[src/rtl/kbd_trap_pkg.sv]
package kbd_trap_pkg;

    typedef enum logic [1:0] {
        ACC_RD60 = 2'd0,
        ACC_WR60 = 2'd1,
        ACC_RD64 = 2'd2,
        ACC_WR64 = 2'd3
    } acc_kind_t;

    typedef enum logic [1:0] {
        ST_IDLE     = 2'd0,
        ST_CLASSIFY = 2'd1,
        ST_COMPLETE = 2'd2
    } cyc_state_t;

    localparam int NUM_ACC  = 4;
    localparam int USB_SRC  = NUM_ACC;
    localparam int NUM_SRC  = NUM_ACC + 1;
    localparam int REG_W    = 16;
    localparam int EN_LSB   = 8;
    localparam int ROUTE_B  = 13;
    localparam int PASS_B   = 14;

endpackage

[src/rtl/kbd_trap_decode.sv]
module kbd_trap_decode
    import kbd_trap_pkg::*;
#(
    parameter int                ADDR_W    = 16,
    parameter logic [ADDR_W-1:0] DATA_PORT = 'h60,
    parameter logic [ADDR_W-1:0] CMD_PORT  = 'h64
) (
    input  logic              io_write,
    input  logic [ADDR_W-1:0] io_addr,
    output logic              hit,
    output acc_kind_t         kind,
    output logic [NUM_ACC-1:0] onehot
);

    logic is_data;
    logic is_cmd;

    always_comb begin
        is_data = (io_addr == DATA_PORT);
        is_cmd  = (io_addr == CMD_PORT);
        hit     = is_data | is_cmd;
        unique case ({is_cmd, io_write})
            2'b00:   kind = ACC_RD60;
            2'b01:   kind = ACC_WR60;
            2'b10:   kind = ACC_RD64;
            default: kind = ACC_WR64;
        endcase
        onehot = hit ? (NUM_ACC'(1) << kind) : '0;
    end

endmodule

[src/rtl/kbd_trap_sticky.sv]
module kbd_trap_sticky #(
    parameter int N = 5
) (
    input  logic         clk,
    input  logic         rst_n,
    input  logic [N-1:0] set_i,
    input  logic [N-1:0] clr_i,
    output logic [N-1:0] q
);

    for (genvar i = 0; i < N; i++) begin : g_bit
        always_ff @(posedge clk or negedge rst_n) begin
            if (!rst_n)
                q[i] <= 1'b0;
            else if (set_i[i])
                q[i] <= 1'b1;
            else if (clr_i[i])
                q[i] <= 1'b0;
        end

        // a set on the same edge as a clear leaves the bit set
        a_r9_set_wins: assert property (@(posedge clk) disable iff (!rst_n)
            set_i[i] |=> q[i]);

        // only a clear removes a latched bit
        a_r2_sticky_hold: assert property (@(posedge clk) disable iff (!rst_n)
            (q[i] && !clr_i[i]) |=> q[i]);
    end

endmodule

[src/rtl/kbd_trap_cycle_fsm.sv]
module kbd_trap_cycle_fsm
    import kbd_trap_pkg::*;
(
    input  logic      clk,
    input  logic      rst_n,
    input  logic      accept,
    input  acc_kind_t acc_kind,
    output cyc_state_t state,
    output acc_kind_t cur_kind,
    output logic      busy,
    output logic      ready
);

    cyc_state_t state_nx;

    always_ff @(posedge clk or negedge rst_n) begin
        if (!rst_n) begin
            state    <= ST_IDLE;
            cur_kind <= ACC_RD60;
        end else begin
            state <= state_nx;
            if (state == ST_IDLE && accept)
                cur_kind <= acc_kind;
        end
    end

    always_comb begin
        state_nx = state;
        unique case (state)
            ST_IDLE:     if (accept) state_nx = ST_CLASSIFY;
            ST_CLASSIFY: state_nx = ST_COMPLETE;
            ST_COMPLETE: state_nx = ST_IDLE;
            default:     state_nx = ST_IDLE;
        endcase
    end

    always_comb begin
        busy  = (state != ST_IDLE);
        ready = (state == ST_COMPLETE);
    end

    // ready lasts one cycle and follows the classify cycle
    a_r5_ready_single: assert property (@(posedge clk) disable iff (!rst_n)
        ready |=> !ready);
    a_r5_ready_after_classify: assert property (@(posedge clk) disable iff (!rst_n)
        ready |-> $past(state == ST_CLASSIFY));

endmodule

[src/rtl/kbd_port_trap.sv]
module kbd_port_trap
    import kbd_trap_pkg::*;
#(
    parameter int                ADDR_W    = 16,
    parameter logic [ADDR_W-1:0] DATA_PORT = 'h60,
    parameter logic [ADDR_W-1:0] CMD_PORT  = 'h64
) (
    input  logic              clk,
    input  logic              rst_n,
    input  logic              io_valid,
    input  logic              io_write,
    input  logic [ADDR_W-1:0] io_addr,
    output logic              io_ready,
    output logic              kbc_cs,
    input  logic              usb_irq,
    output logic              pirq_d,
    output logic              smi,
    input  logic              cfg_wr,
    input  logic [REG_W-1:0]  cfg_wdata,
    output logic [REG_W-1:0]  cfg_rdata
);

    logic               dec_hit;
    acc_kind_t          dec_kind;
    logic [NUM_ACC-1:0] dec_onehot;
    logic               accept;
    logic               busy;
    cyc_state_t         state;
    acc_kind_t          cur_kind;
    logic [NUM_SRC-1:0] set_vec;
    logic [NUM_SRC-1:0] clr_vec;
    logic [NUM_SRC-1:0] status;
    logic [NUM_SRC-1:0] enable_q;
    logic               route_q;
    logic               pass_q;

    kbd_trap_decode #(
        .ADDR_W   (ADDR_W),
        .DATA_PORT(DATA_PORT),
        .CMD_PORT (CMD_PORT)
    ) u_decode (
        .io_write(io_write),
        .io_addr (io_addr),
        .hit     (dec_hit),
        .kind    (dec_kind),
        .onehot  (dec_onehot)
    );

    assign accept = io_valid && dec_hit && !busy;

    kbd_trap_cycle_fsm u_fsm (
        .clk     (clk),
        .rst_n   (rst_n),
        .accept  (accept),
        .acc_kind(dec_kind),
        .state   (state),
        .cur_kind(cur_kind),
        .busy    (busy),
        .ready   (io_ready)
    );

    always_comb begin
        set_vec          = '0;
        set_vec[NUM_ACC-1:0] = accept ? dec_onehot : '0;
        set_vec[USB_SRC] = usb_irq;
        clr_vec          = cfg_wr ? cfg_wdata[NUM_SRC-1:0] : '0;
    end

    kbd_trap_sticky #(.N(NUM_SRC)) u_sticky (
        .clk  (clk),
        .rst_n(rst_n),
        .set_i(set_vec),
        .clr_i(clr_vec),
        .q    (status)
    );

    always_ff @(posedge clk or negedge rst_n) begin
        if (!rst_n) begin
            enable_q <= '0;
            route_q  <= 1'b0;
            pass_q   <= 1'b0;
        end else if (cfg_wr) begin
            enable_q <= cfg_wdata[EN_LSB +: NUM_SRC];
            route_q  <= cfg_wdata[ROUTE_B];
            pass_q   <= cfg_wdata[PASS_B];
        end
    end

    always_comb begin
        smi    = |(status & enable_q);
        kbc_cs = busy && (!enable_q[cur_kind] || pass_q);
        pirq_d = usb_irq && route_q;
        cfg_rdata                    = '0;
        cfg_rdata[NUM_SRC-1:0]       = status;
        cfg_rdata[EN_LSB +: NUM_SRC] = enable_q;
        cfg_rdata[ROUTE_B]           = route_q;
        cfg_rdata[PASS_B]            = pass_q;
    end

    // an enabled trapped access has SMI up while ready is returned
    a_r5_smi_before_ready: assert property (@(posedge clk) disable iff (!rst_n)
        (state == ST_COMPLETE && enable_q[cur_kind] && !$past(cfg_wr)) |-> smi);

    // a trapped access without pass-through never reaches the controller
    a_r6_cs_blocked: assert property (@(posedge clk) disable iff (!rst_n)
        (kbc_cs && !pass_q) |-> (state != ST_IDLE && !enable_q[cur_kind]));

    // the interrupt route only forwards a live USB interrupt
    a_r8_route_gate: assert property (@(posedge clk) disable iff (!rst_n)
        pirq_d |-> usb_irq);

    // SMI needs some latched source
    a_r4_smi_source: assert property (@(posedge clk) disable iff (!rst_n)
        smi |-> (status != '0));

endmodule

[config.mk]
export PLATFORM = sky130hd
export DESIGN_NAME = kbd_port_trap
export DESIGN_NICKNAME = d
export VERILOG_FILES = /design/src/rtl/kbd_trap_pkg.sv /design/src/rtl/kbd_trap_decode.sv /design/src/rtl/kbd_trap_sticky.sv /design/src/rtl/kbd_trap_cycle_fsm.sv /design/src/rtl/kbd_port_trap.sv
export SDC_FILE = /design/constraint.sdc
export NUM_CORES = 1
export LEC_CHECK = 0
export ABC_CLOCK_PERIOD_IN_PS = 1800
export CORE_ASPECT_RATIO = 0.75
export CORE_MARGIN = 4
export CORE_UTILIZATION = 33
export DETAILED_ROUTE_END_ITERATION = 8
export GPL_TIMING_DRIVEN = 0
export PLACE_DENSITY = 0.88
export SETUP_SLACK_MARGIN = 0.1
export SLEW_MARGIN = 30
export SYNTH_ARGS = -nofsm -noshare
export SYNTH_HDL_FRONTEND = slang
export SYNTH_SLANG_ARGS = --single-unit
export TNS_END_PERCENT = 30
[constraint.sdc]
create_clock -name clk -period 1.8 [get_ports clk]
set_clock_uncertainty 0.1 [all_clocks]
set_input_delay 0.36 -clock clk [delete_from_list [all_inputs] [get_ports clk]]
set_output_delay 0.36 -clock clk [all_outputs]
set_load 0.05 [all_outputs]
Yosys cells after proc, flatten, opt, wreduce, memory -nomap -nowiden
Index checks and enable logic that the tools add are counted.
- bits in registers: 16
- input bits: 38
- output and inout bits: 20
- order comparisons: 1
- eq/ne operators: 7
- shift-type cells: 1
- multiplexer cells: 18
- bitwise gates (word level): 2
- reduce and logical (&&, ||, !) cells: 17
- operator list (kind ; number):
    $eq A16 B7 Y1 const B ; 2
    $reduce_bool A2 Y1 ; 6
    $mux W1 ; 11
    $mux W4 ; 2
    $pmux W2 S3 ; 1
    $and A5 B5 Y5 ; 1
    $logic_and A1 B1 Y1 ; 5
    $mux W5 ; 1
    $reduce_or A5 Y1 ; 1
    $eq A2 B1 Y1 const B ; 2
    $eq A2 B2 Y1 const B ; 2
    $logic_not A2 Y1 ; 2
    $lt A2 B4 Y1 const B ; 1
    $pmux W2 S2 ; 1
    $shl A1 B2 Y4 const A ; 1
    $bmux W1 S2 ; 1
    $logic_not A1 Y1 ; 2
    $mux W2 ; 1
    $ne A2 B2 Y1 const B ; 1
    $logic_or A1 B1 Y1 ; 1
    $or A1 B1 Y1 ; 1

Longest topological paths before layout
Gate-level depths: netlist of run 1.
- depth after elaboration: 7
- gate-level depth with buffers: 5
- gate-level depth less buffers: 4

Hierarchy
From an unflattened synthesis of run 1, not the netlist that was laid out.
- cell total of the unflattened synthesis: 78
- area, all modules: 913.4 um^2
- modules (own cells, without submodules) (module ; times used ; cells each ; area an instance (um^2)):
    kbd_port_trap ; 1 ; 41 ; 475.5
    kbd_trap_sticky ; 1 ; 15 ; 181.4
    kbd_trap_cycle_fsm ; 1 ; 10 ; 161.4
    kbd_trap_decode ; 1 ; 12 ; 95.1

Worst setup path before layout of run 1
No wires, ideal clock.
- kind: register to output
- from: register enable_q[3]
- to: output port kbc_cs
- data arrival time: 1.883 ns
- path slack: -0.543 ns
- stages on the path, launching flop included: 3
- path buffers: 0
- cell sequence: dfrtp_1 -> mux4_2 -> a21oi_1
- longest elaborated chain between the ends: 5
- ends and longest elaborated chain (what ; RTL line ; RTL):
    from (decl) ; kbd_port_trap.sv:33 ; logic [NUM_SRC-1:0] enable_q;
    from (signal assigned) ; kbd_port_trap.sv:83 ; enable_q <= cfg_wdata[EN_LSB +: NUM_SRC];
    $bmux W1 S2 ; kbd_port_trap.sv:91 ; kbc_cs = busy && (!enable_q[cur_kind] || pass_q);
    $mux W1 (implied by the code) ; kbd_port_trap.sv:91 ;
    $logic_not A1 Y1 ; kbd_port_trap.sv:91 ;
    $logic_or A1 B1 Y1 ; kbd_port_trap.sv:91 ;
    $logic_and A1 B1 Y1 ; kbd_port_trap.sv:91 ;
    to (decl) ; kbd_port_trap.sv:14 ; output logic kbc_cs,
No other way between the ends. The select of a mux whose other input is x is not followed.

Worst setup path in the final report of run 1
Ends and elaborated chain as after synthesis.

==> results.json, run 1 <==
{
  "cpLargestDelayFamily": "multiplexers",
  "p_switching_mw": 0.281,
  "failed_checks": "setup timing",
  "worstSetupStartpointType": "flop",
  "slew-limit-headroom_pct": 51.8,
  "fraction_of_final_layout_cells_sized_beyond_drive_strength_1_pct": 37.9,
  "globalRouteOverflowTotal": 0,
  "finalCritPeriodShare_pct": 111,
  "internal_power_contribution_mw": 0.621,
  "totalWireLength_um": 2350,
  "synth.cell_area_sq_um": 774,
  "critPathArrivalTime_ns": 1.55,
  "power_frac_seq_pct": 43.5,
  "netlist_instances": 64,
  "run_status": "complete, but fails checks",
  "synth_ff_type": "sky130_fd_sc_hd__dfrtp_1",
  "holdBufCountCts": 0,
  "postPlaceCellArea_sq_um": 1330,
  "combinationalPowerShare_pct": 29.9,
  "synth_top_area_share_pct": 51.7,
  "setup_repair_after_global_routing_missed_its_margin": "true",
  "cts-buffers-inserted": 3,
  "post_synth_most_frequent_cells": "sky130_fd_sc_hd__dfrtp_1 (16), sky130_fd_sc_hd__nand2_1 (8), sky130_fd_sc_hd__buf_4 (6), sky130_fd_sc_hd__mux2_2 (6), sky130_fd_sc_hd__inv_1 (3)",
  "vias_per_cell": 4.63,
  "worstPathRequired_ns": 1.34,
  "timing.max_cap.violations": 0,
  "first_drt_pass_iteration_count": 4,
  "yosysMostFrequentCell": "sky130_fd_sc_hd__dfrtp_1",
  "switching_share_pct": 31.2,
  "power_density_nw_per_um2": 665,
  "cp.depth": 3,
  "grt_antenna_before_repair": 0,
  "part_of_the_power_in_the_clock_network_pct": 26.6,
  "reg2regPathDepth": 4,
  "layout_filler_cell_count": 168,
  "synth_to_final_area_change_pct": 75.1,
  "finish.instance_area_sq_um": 1360,
  "floorplan.io_pins": 58,
  "critical_path_buf_inv_count": 1,
  "cts_root_buffer": "sky130_fd_sc_hd__clkbuf_4",
  "worst_path_max_delay_cell": "sky130_fd_sc_hd__mux4_2",
  "hold_vio_cnt_final": 0,
  "timing_worst_slew_pin_value_ns": 0.720,
  "yosysWarningCount": 0,
  "gp_routability_congestion": 0.738,
  "fmax_mhz": 498,
  "ctsLongestPathBuffers": 2,
  "wl_per_cell_um": 15.1,
  "antenna_violation_net_count_after_detailed_routing": 0,
  "floorplan_die_area_sq_um": 3190,
  "route.vias.total": 723,
  "initial_core_util_pct": 36.5,
  "leakage_power_total_nw": 0.644,
  "synth_top_cell_by_area": "sky130_fd_sc_hd__dfrtp_1",
  "holdCritPathClass": "input port to asynchronous set/reset pin",
  "portBuffers": 49,
  "timing.critical_path.cells": "mux4_2 > a21oi_4 > buf_6",
  "ant_diodes": 0,
  "h-tree-depth": 1,
  "vdd_ir_drop_max_v": 0.000352,
  "crit_path_max_incr_delay_ns": 0.52,
  "first_pass_grt_wire_length_um": 3680,
  "fin_crit_period_ns": 2.01,
  "criticalPathCategory": "flop to primary output",
  "yosys-top-cells-area": "sky130_fd_sc_hd__dfrtp_1 (52%), sky130_fd_sc_hd__mux2_2 (8.7%), sky130_fd_sc_hd__buf_4 (5.8%)",
  "syn_avg_cell_area_sq_um": 12.1,
  "reg_clk_slew_reported_paths_ns": 0.10,
  "dpl.hpwl_um": 1940,
  "postSynthRegisterBits": 16,
  "fin_ws_ns": -0.206,
  "final-setup-viol-count": 2,
  "crit_path_end_kind": "primary output",
  "synth_edf_count": 0,
  "cts.sink_count": 16,
  "cts_tree": "done",
  "clk_latency_worst_skew_pair_ns": 0.29,
  "die_width_um": 63.9,
  "drc_errors": 0,
  "setup-tns-final_ns": -0.345,
  "finalNetCount": 163,
  "grt_max_degree": 17,
  "final_max_slew_viol_count": 0,
  "drt_iter0_drc": 37,
  "rows": 14,
  "grt_usage_pct": 15.2,
  "worst-path-max-fanout": 4,
  "synth.distinct_cells": 27,
  "pre_cts_ws_ns": -0.701,
  "asyncSetResetFlopFracSynth_pct": 100,
  "core_sq_um": 2120,
  "vias_in_the_first_global_route": 777,
  "die_h_um": 50.0,
  "synth-seq-area-share_pct": 51.7
}
## worst paths after layout
check                                from           endpoint  slack [ns]
min in group clk           u_fsm.state[1]     u_fsm.state[1]        0.40
hold / removal                      rst_n     u_fsm.state[1]        0.39
max in group asynchronous           rst_n  u_fsm.cur_kind[1]        0.75
hold reg to reg            u_fsm.state[1]     u_fsm.state[1]        0.40
setup reg to reg           u_fsm.state[1]  u_fsm.cur_kind[0]        0.24
setup / recovery              enable_q[3]             kbc_cs       -0.21
## through the flow
stage / hold WS (ns) / utilization (%) / instances / total power, mW
floorplan: -0.0356 / - / 67 / 0.539
global placement: 0.361 / 62.6 / 148 / 0.669
detailed placement: 0.381 / 62.6 / 148 / 0.677
finish: 0.388 / 64.0 / 156 / 0.902
CTS: 0.395 / 65.1 / 156 / 0.911
global route: 0.430 / 64.0 / 156 / 0.951
## kinds of logic after synthesis
group / count (synthesis) / synth area share [%]
buffers and inverters: 11 / 9.21
AOI/OAI and AO/OA: 9 / 10.0
DFF: 16 / 51.7
and+or+nand+nor: 18 / 13.7
muxes: 9 / 14.9
other: 1 / 0.484
## worst register-to-register path, stage by stage, from the launching register on
cell,delay (ns)
sky130_fd_sc_hd__dfrtp_1,0.42
sky130_fd_sc_hd__nor4_1,0.28
sky130_fd_sc_hd__and4_1,0.26
sky130_fd_sc_hd__buf_6,0.11
sky130_fd_sc_hd__mux2_4,0.28
## per-layer routing
layer,vias to the layer above,share of wire [%],GRT usage [%]
met4,0,0.43,2.15
met3,2,7.5,5.23
met5,-,0,0
met1,352,38,15.0
met2,29,55,30.5
li1,340,-,-
## cells in the final DEF, fill, tap and decap left out, types with 2 or more instances in the layout
master	count
sky130_fd_sc_hd__buf_4	10
sky130_fd_sc_hd__conb_1	4
sky130_fd_sc_hd__clkbuf_2	9
sky130_fd_sc_hd__buf_6	6
sky130_fd_sc_hd__a32o_1	2
sky130_fd_sc_hd__nand2_1	8
sky130_fd_sc_hd__clkdlybuf4s50_1	29
sky130_fd_sc_hd__inv_1	3
sky130_fd_sc_hd__dfrtp_1	16
sky130_fd_sc_hd__mux2_2	6
sky130_fd_sc_hd__buf_2	3
sky130_fd_sc_hd__nor2b_1	2
sky130_fd_sc_hd__a32o_2	2
sky130_fd_sc_hd__clkbuf_4	4
## power groups by stage
stage | registers (mW) | clock network [mW] | logic (mW)
floorplan | 0.441 | 0 | 0.0989
global placement | 0.398 | 0 | 0.271
detailed placement | 0.399 | 0 | 0.278
CTS | 0.392 | 0.248 | 0.272
global route | 0.395 | 0.273 | 0.284
finish | 0.392 | 0.240 | 0.270
## sequential cells by signal, summed over array words and instances, names as in the netlist
name,count
u_fsm.cur_kind,2
u_fsm.state,2
route_q,1
enable_q,5
pass_q,1
u_sticky.q,5
## timing repair
| item | in CTS | in global routing |
|---|---|---|
| endpoints found under the setup margin | 23 | 22 |
| resized for setup | 54 | 22 |
| setup buffers | 4 | 0 |
| pin swaps | 7 | 7 |
## cell type report
cell class / instances / area [sq um] / area share (%)
repair buffers: 53 / 469 / 34.6
flip-flops and latches: 16 / 400 / 29.5
multi-input cells: 40 / 338 / 24.9
plain buffers: 8 / 61.3 / 4.52
well taps: 32 / 40.0 / 2.95
clock buffers: 4 / 36.3 / 2.68
inverters: 3 / 11.3 / 0.830
Note: power is estimated with default switching activity, not from simulation.
==> run 2, diff against run 1 <==
- MAX_ROUTING_LAYER: default -> met4
==> results.json, run 2 (synthesized netlist as in run 1, its figures left out) <==
{
  "timing.max_cap.violations": 0,
  "vias_in_the_first_global_route": 777,
  "postPlaceCellArea_sq_um": 1330,
  "cts-buffers-inserted": 3,
  "registers_with_the_most_flip_flops": "enable_q: 5 flops, u_sticky.q: 5 flops",
  "holdCritPathClass": "input port to asynchronous set/reset pin",
  "fraction_of_final_layout_cells_sized_beyond_drive_strength_1_pct": 37.9,
  "initial_core_util_pct": 36.5,
  "leakage_power_total_nw": 0.644,
  "drt_iter0_drc": 37,
  "layout_filler_cell_count": 168,
  "grt_usage_pct": 15.6,
  "power_density_nw_per_um2": 665,
  "drc_errors": 0,
  "finalHoldWorstSlack_ns": 0.388,
  "holdBufCountCts": 0,
  "globalRouteOverflowTotal": 0,
  "worst-path-max-fanout": 4,
  "final_core_utilization_pct": 64.0,
  "crit_path_max_incr_delay_ns": 0.52,
  "gp_routability_congestion": 0.747,
  "floorplan.io_pins": 58,
  "first_drt_pass_iteration_count": 4,
  "wl_per_cell_um": 15.1,
  "finalCritPeriodShare_pct": 111,
  "criticalPathCategory": "flop to primary output",
  "core_sq_um": 2120,
  "finish.instance_area_sq_um": 1360,
  "critPathArrivalTime_ns": 1.55,
  "slew-limit-headroom_pct": 51.8,
  "reg_clk_slew_reported_paths_ns": 0.10,
  "dpl.hpwl_um": 1940,
  "antenna_violation_net_count_after_detailed_routing": 0,
  "layout.cells.most_common": "sky130_fd_sc_hd__clkdlybuf4s50_1",
  "ant_diodes": 0,
  "grt_max_degree": 17,
  "die_h_um": 50.0,
  "timing_worst_slew_pin_value_ns": 0.720,
  "fin_ws_ns": -0.206,
  "hold_vio_cnt_final": 0,
  "fmax_mhz": 498,
  "crit_path_end_kind": "primary output",
  "clk_latency_worst_skew_pair_ns": 0.29,
  "cts.sink_count": 16,
  "finalNetCount": 163,
  "setup_repair_after_global_routing_missed_its_margin": "true",
  "ctsLongestPathBuffers": 2,
  "grt_antenna_before_repair": 0,
  "die_width_um": 63.9,
  "rows": 14,
  "worstPathRequired_ns": 1.34,
  "worstSetupStartpointType": "flop",
  "final-setup-viol-count": 2,
  "cts_tree": "done",
  "fin_crit_period_ns": 2.01,
  "final_max_slew_viol_count": 0,
  "totalWireLength_um": 2350,
  "synth_to_final_area_change_pct": 75.1,
  "route.vias.total": 723,
  "worst_path_max_delay_cell": "sky130_fd_sc_hd__mux4_2",
  "first_pass_grt_wire_length_um": 3680,
  "portBuffers": 49,
  "area_taken_by_multi_input_logic_gates_sq_um": 338,
  "setup-tns-final_ns": -0.345,
  "cts_root_buffer": "sky130_fd_sc_hd__clkbuf_4",
  "floorplan_die_area_sq_um": 3190,
  "h-tree-depth": 1,
  "register_area_sq_um": 400,
  "vias_per_cell": 4.63,
  "run_status": "complete, but fails checks",
  "timing.critical_path.cells": "mux4_2 > a21oi_4 > buf_6",
  "vdd_ir_drop_max_v": 0.000352,
  "failed_checks": "setup timing",
  "final_cell_mix": "sky130_fd_sc_hd__clkdlybuf4s50_1 (29), sky130_fd_sc_hd__dfrtp_1 (16), sky130_fd_sc_hd__buf_4 (10)"
}
run 2: cell counts in the layout (fill, tap and decap cells not counted):
Identical to the previous run, type by type.
run 2: final cells by class:
type	instances	area share (%)
buffer	8	4.52
clock buffer	4	2.68
inverter	3	0.830
multi-input combinational	40	24.9
sequential	16	29.5
tap	32	2.95
timing repair buffer	53	34.6
run 2: path summary, 6_finish.rpt:
path	startpoint	endpoint	slack (ns)	cells past startpoint
min in group clk	u_fsm.state[1]	u_fsm.state[1]	0.40	1
worst min-delay path	rst_n	u_fsm.state[1]	0.39	1
worst max-delay path	enable_q[3]	kbc_cs	-0.21	3
max in group asynchronous	rst_n	u_fsm.cur_kind[1]	0.75	1
worst max register to register	u_fsm.state[1]	u_fsm.cur_kind[0]	0.24	4
worst min register to register	u_fsm.state[1]	u_fsm.state[1]	0.40	1
run 2: timing repair:
item / in CTS / in global routing
pin swaps: 7 / 7
resized for setup: 54 / 22
endpoints found under the setup margin: 23 / 22
setup buffers: 4 / 0
run 2: report_power, final:
group | switching (mW) | internal (mW)
logic | 0.149 | 0.121
registers | 0.0160 | 0.376
clock network | 0.116 | 0.123
total | 0.281 | 0.621
run 2: through the flow:
step | instances | power, mW | setup slack, ns
final | 156 | 0.902 | -0.206
after global routing | 156 | 0.951 | -0.270
after CTS | 156 | 0.911 | -0.212
after detailed placement | 148 | 0.677 | -0.701
after global placement | 148 | 0.669 | -0.656
after floorplan | 67 | 0.539 | -0.166
run 2: critical path: cells and delay by family, from the launching register on:
family          cells  cell delay, ns
mux                 1            0.52
flops               1            0.42
buf+inv             1            0.17
compound gates      1            0.14
run 2: routing by layer:
layer | vias to the layer above | global-route usage (%) | routed length [um]
met4 | 0 | 2.15 | 10
met5 | - | - | 0
met3 | 2 | 4.77 | 162
met2 | 29 | 30.5 | 1280
li1 | 340 | - | -
met1 | 352 | 15.3 | 895
==> run 3, diff against run 2 <==
- CELL_PAD_IN_SITES_DETAIL_PLACEMENT: default -> 1
- CELL_PAD_IN_SITES_GLOBAL_PLACEMENT: default -> 1
- CORE_UTILIZATION: 33 -> 23
- CTS_CLUSTER_DIAMETER: default -> 80
- PLACE_DENSITY: 0.88 -> 0.86
- SLEW_MARGIN: 30 -> default
==> results.json, run 3 (synthesized netlist as in run 1, its figures left out) <==
{
  "floorplan_die_area_sq_um": 4370,
  "cpLargestDelayFamily": "multiplexers",
  "leakage_power_total_nw": 0.679,
  "crit_path_end_kind": "primary output",
  "fraction_of_final_layout_cells_sized_beyond_drive_strength_1_pct": 33.3,
  "criticalPathCategory": "flop to primary output",
  "first_pass_grt_wire_length_um": 4330,
  "run_status": "complete, but fails checks",
  "grt_max_degree": 17,
  "vias_per_cell": 4.45,
  "worst-path-max-fanout": 2,
  "fin_ws_ns": -0.125,
  "setup_repair_after_global_routing_missed_its_margin": "true",
  "die_width_um": 75.0,
  "worstSetupStartpointType": "flop",
  "final_cell_mix": "sky130_fd_sc_hd__clkdlybuf4s50_1 (29), sky130_fd_sc_hd__dfrtp_1 (16), sky130_fd_sc_hd__buf_4 (11)",
  "vias_in_the_first_global_route": 824,
  "finalCritPeriodShare_pct": 107,
  "timing_worst_slew_pin_value_ns": 0.743,
  "rows": 17,
  "timing.max_cap.violations": 0,
  "clk_latency_worst_skew_pair_ns": 0.25,
  "slew-limit-headroom_pct": 50.3,
  "dpl.hpwl_um": 2150,
  "worst_path_max_delay_cell": "sky130_fd_sc_hd__mux4_2",
  "first_drt_pass_iteration_count": 4,
  "postPlaceCellArea_sq_um": 1340,
  "worstPathRequired_ns": 1.34,
  "core_sq_um": 3080,
  "floorplan.io_pins": 58,
  "h-tree-depth": 1,
  "layout.cells.most_common": "sky130_fd_sc_hd__clkdlybuf4s50_1",
  "reg_clk_slew_reported_paths_ns": 0.06,
  "synth_to_final_area_change_pct": 85.6,
  "holdBufCountCts": 0,
  "hold_vio_cnt_final": 0,
  "final_max_slew_viol_count": 0,
  "cts-buffers-inserted": 3,
  "wl_per_cell_um": 17.2,
  "ant_diodes": 0,
  "finalNetCount": 166,
  "pre_cts_ws_ns": -0.711,
  "fin_crit_period_ns": 1.92,
  "finish.instance_area_sq_um": 1440,
  "grt_antenna_before_repair": 0,
  "ctsLongestPathBuffers": 2,
  "portBuffers": 49,
  "vdd_ir_drop_max_v": 0.000352,
  "holdCritPathClass": "flop to flop",
  "globalRouteOverflowTotal": 0,
  "cts.sink_count": 16,
  "final-setup-viol-count": 2,
  "initial_core_util_pct": 25.1,
  "drt_iter0_drc": 25,
  "grt_usage_pct": 14.0,
  "cts_tree": "done",
  "critical_path_buf_inv_count": 1,
  "power_density_nw_per_um2": 658,
  "cts_root_buffer": "sky130_fd_sc_hd__clkbuf_8",
  "crit_path_max_incr_delay_ns": 0.51,
  "timing.critical_path.cells": "mux4_2 > a21oi_4 > buf_6",
  "antenna_violation_net_count_after_detailed_routing": 0,
  "totalWireLength_um": 2820,
  "layout_filler_cell_count": 334,
  "critPathArrivalTime_ns": 1.46,
  "drc_errors": 0,
  "fmax_mhz": 520,
  "route.vias.total": 730,
  "failed_checks": "setup timing",
  "registers_with_the_most_flip_flops": "enable_q: 5 flops, u_sticky.q: 5 flops",
  "die_h_um": 58.3,
  "gp_routability_congestion": 0.810
}
==> run 3: cell count changes in the layout (fill, tap and decap cells not counted), sizes merged <==
cell	previous run	this run
clkbuf	14	6
dlygate4sd2	1	8
buf	19	21
clkdlybuf4s15	2	3
==> run 3: layout make-up <==
cell class / count / area, sq um / area share [%]
buffer: 8 / 61.3 / 4.26
sequential: 16 / 400 / 27.9
tap: 38 / 47.5 / 3.31
multi-input combinational: 40 / 338 / 23.5
timing repair buffer: 56 / 538 / 37.4
inverter: 3 / 11.3 / 0.783
clock buffer: 3 / 41.3 / 2.87
==> run 3: power by group <==
part	leakage [nW]	switching (mW)	internal [mW]
Sequential	0.199	0.0134	0.377
Combinational	0.458	0.155	0.133
Clock	0.0216	0.119	0.148
==> run 3: repair_timing <==
action,4_1_cts,5_1_grt
pin swaps,8,6
resized for setup,55,6
buffers inserted,4,3
gates cloned,0,0
endpoints found under the setup margin,26,11
==> run 3: layer usage <==
layer | wire length (um) | vias up | GRT usage (%)
li1 | - | 345 | -
met1 | 994 | 361 | 14.3
met2 | 1650 | 22 | 27.2
met3 | 162 | 2 | 3.81
met4 | 6 | 0 | 1.52
met5 | 0 | - | -
==> run 3: worst register-to-register path, stage by stage (launching register included) <==
cell and delay (ns):
sky130_fd_sc_hd__dfrtp_1 0.40, sky130_fd_sc_hd__nor4_1 0.29, sky130_fd_sc_hd__and4_1 0.25, sky130_fd_sc_hd__buf_6 0.12, sky130_fd_sc_hd__mux2_4 0.29
==> run 3: metrics by stage <==
step	power [mW]	instances	TNS [ns]	hold WS [ns]	utilization (%)
6_report	0.946	164	-0.175	0.377	46.6
5_1_grt	0.991	164	-0.429	0.416	46.6
4_1_cts	0.945	161	-0.214	0.385	45.5
3_5_place_dp	0.679	154	-5.52	0.376	43.3
3_3_place_gp	0.672	154	-5.06	0.359	43.3
2_1_floorplan	0.539	67	-0.306	-0.0356	-
==> run 3: worst paths after layout <==
check | start | end | slack [ns] | cells past startpoint
max reg2reg | u_fsm.state[1] | u_fsm.cur_kind[0] | 0.24 | 4
max | enable_q[2] | kbc_cs | -0.12 | 3
min | u_fsm.state[1] | u_fsm.state[1] | 0.38 | 1
max in group asynchronous | rst_n | route_q | 0.68 | 1
min in group asynchronous | rst_n | pass_q | 0.45 | 1
min reg2reg | u_fsm.state[1] | u_fsm.state[1] | 0.38 | 1
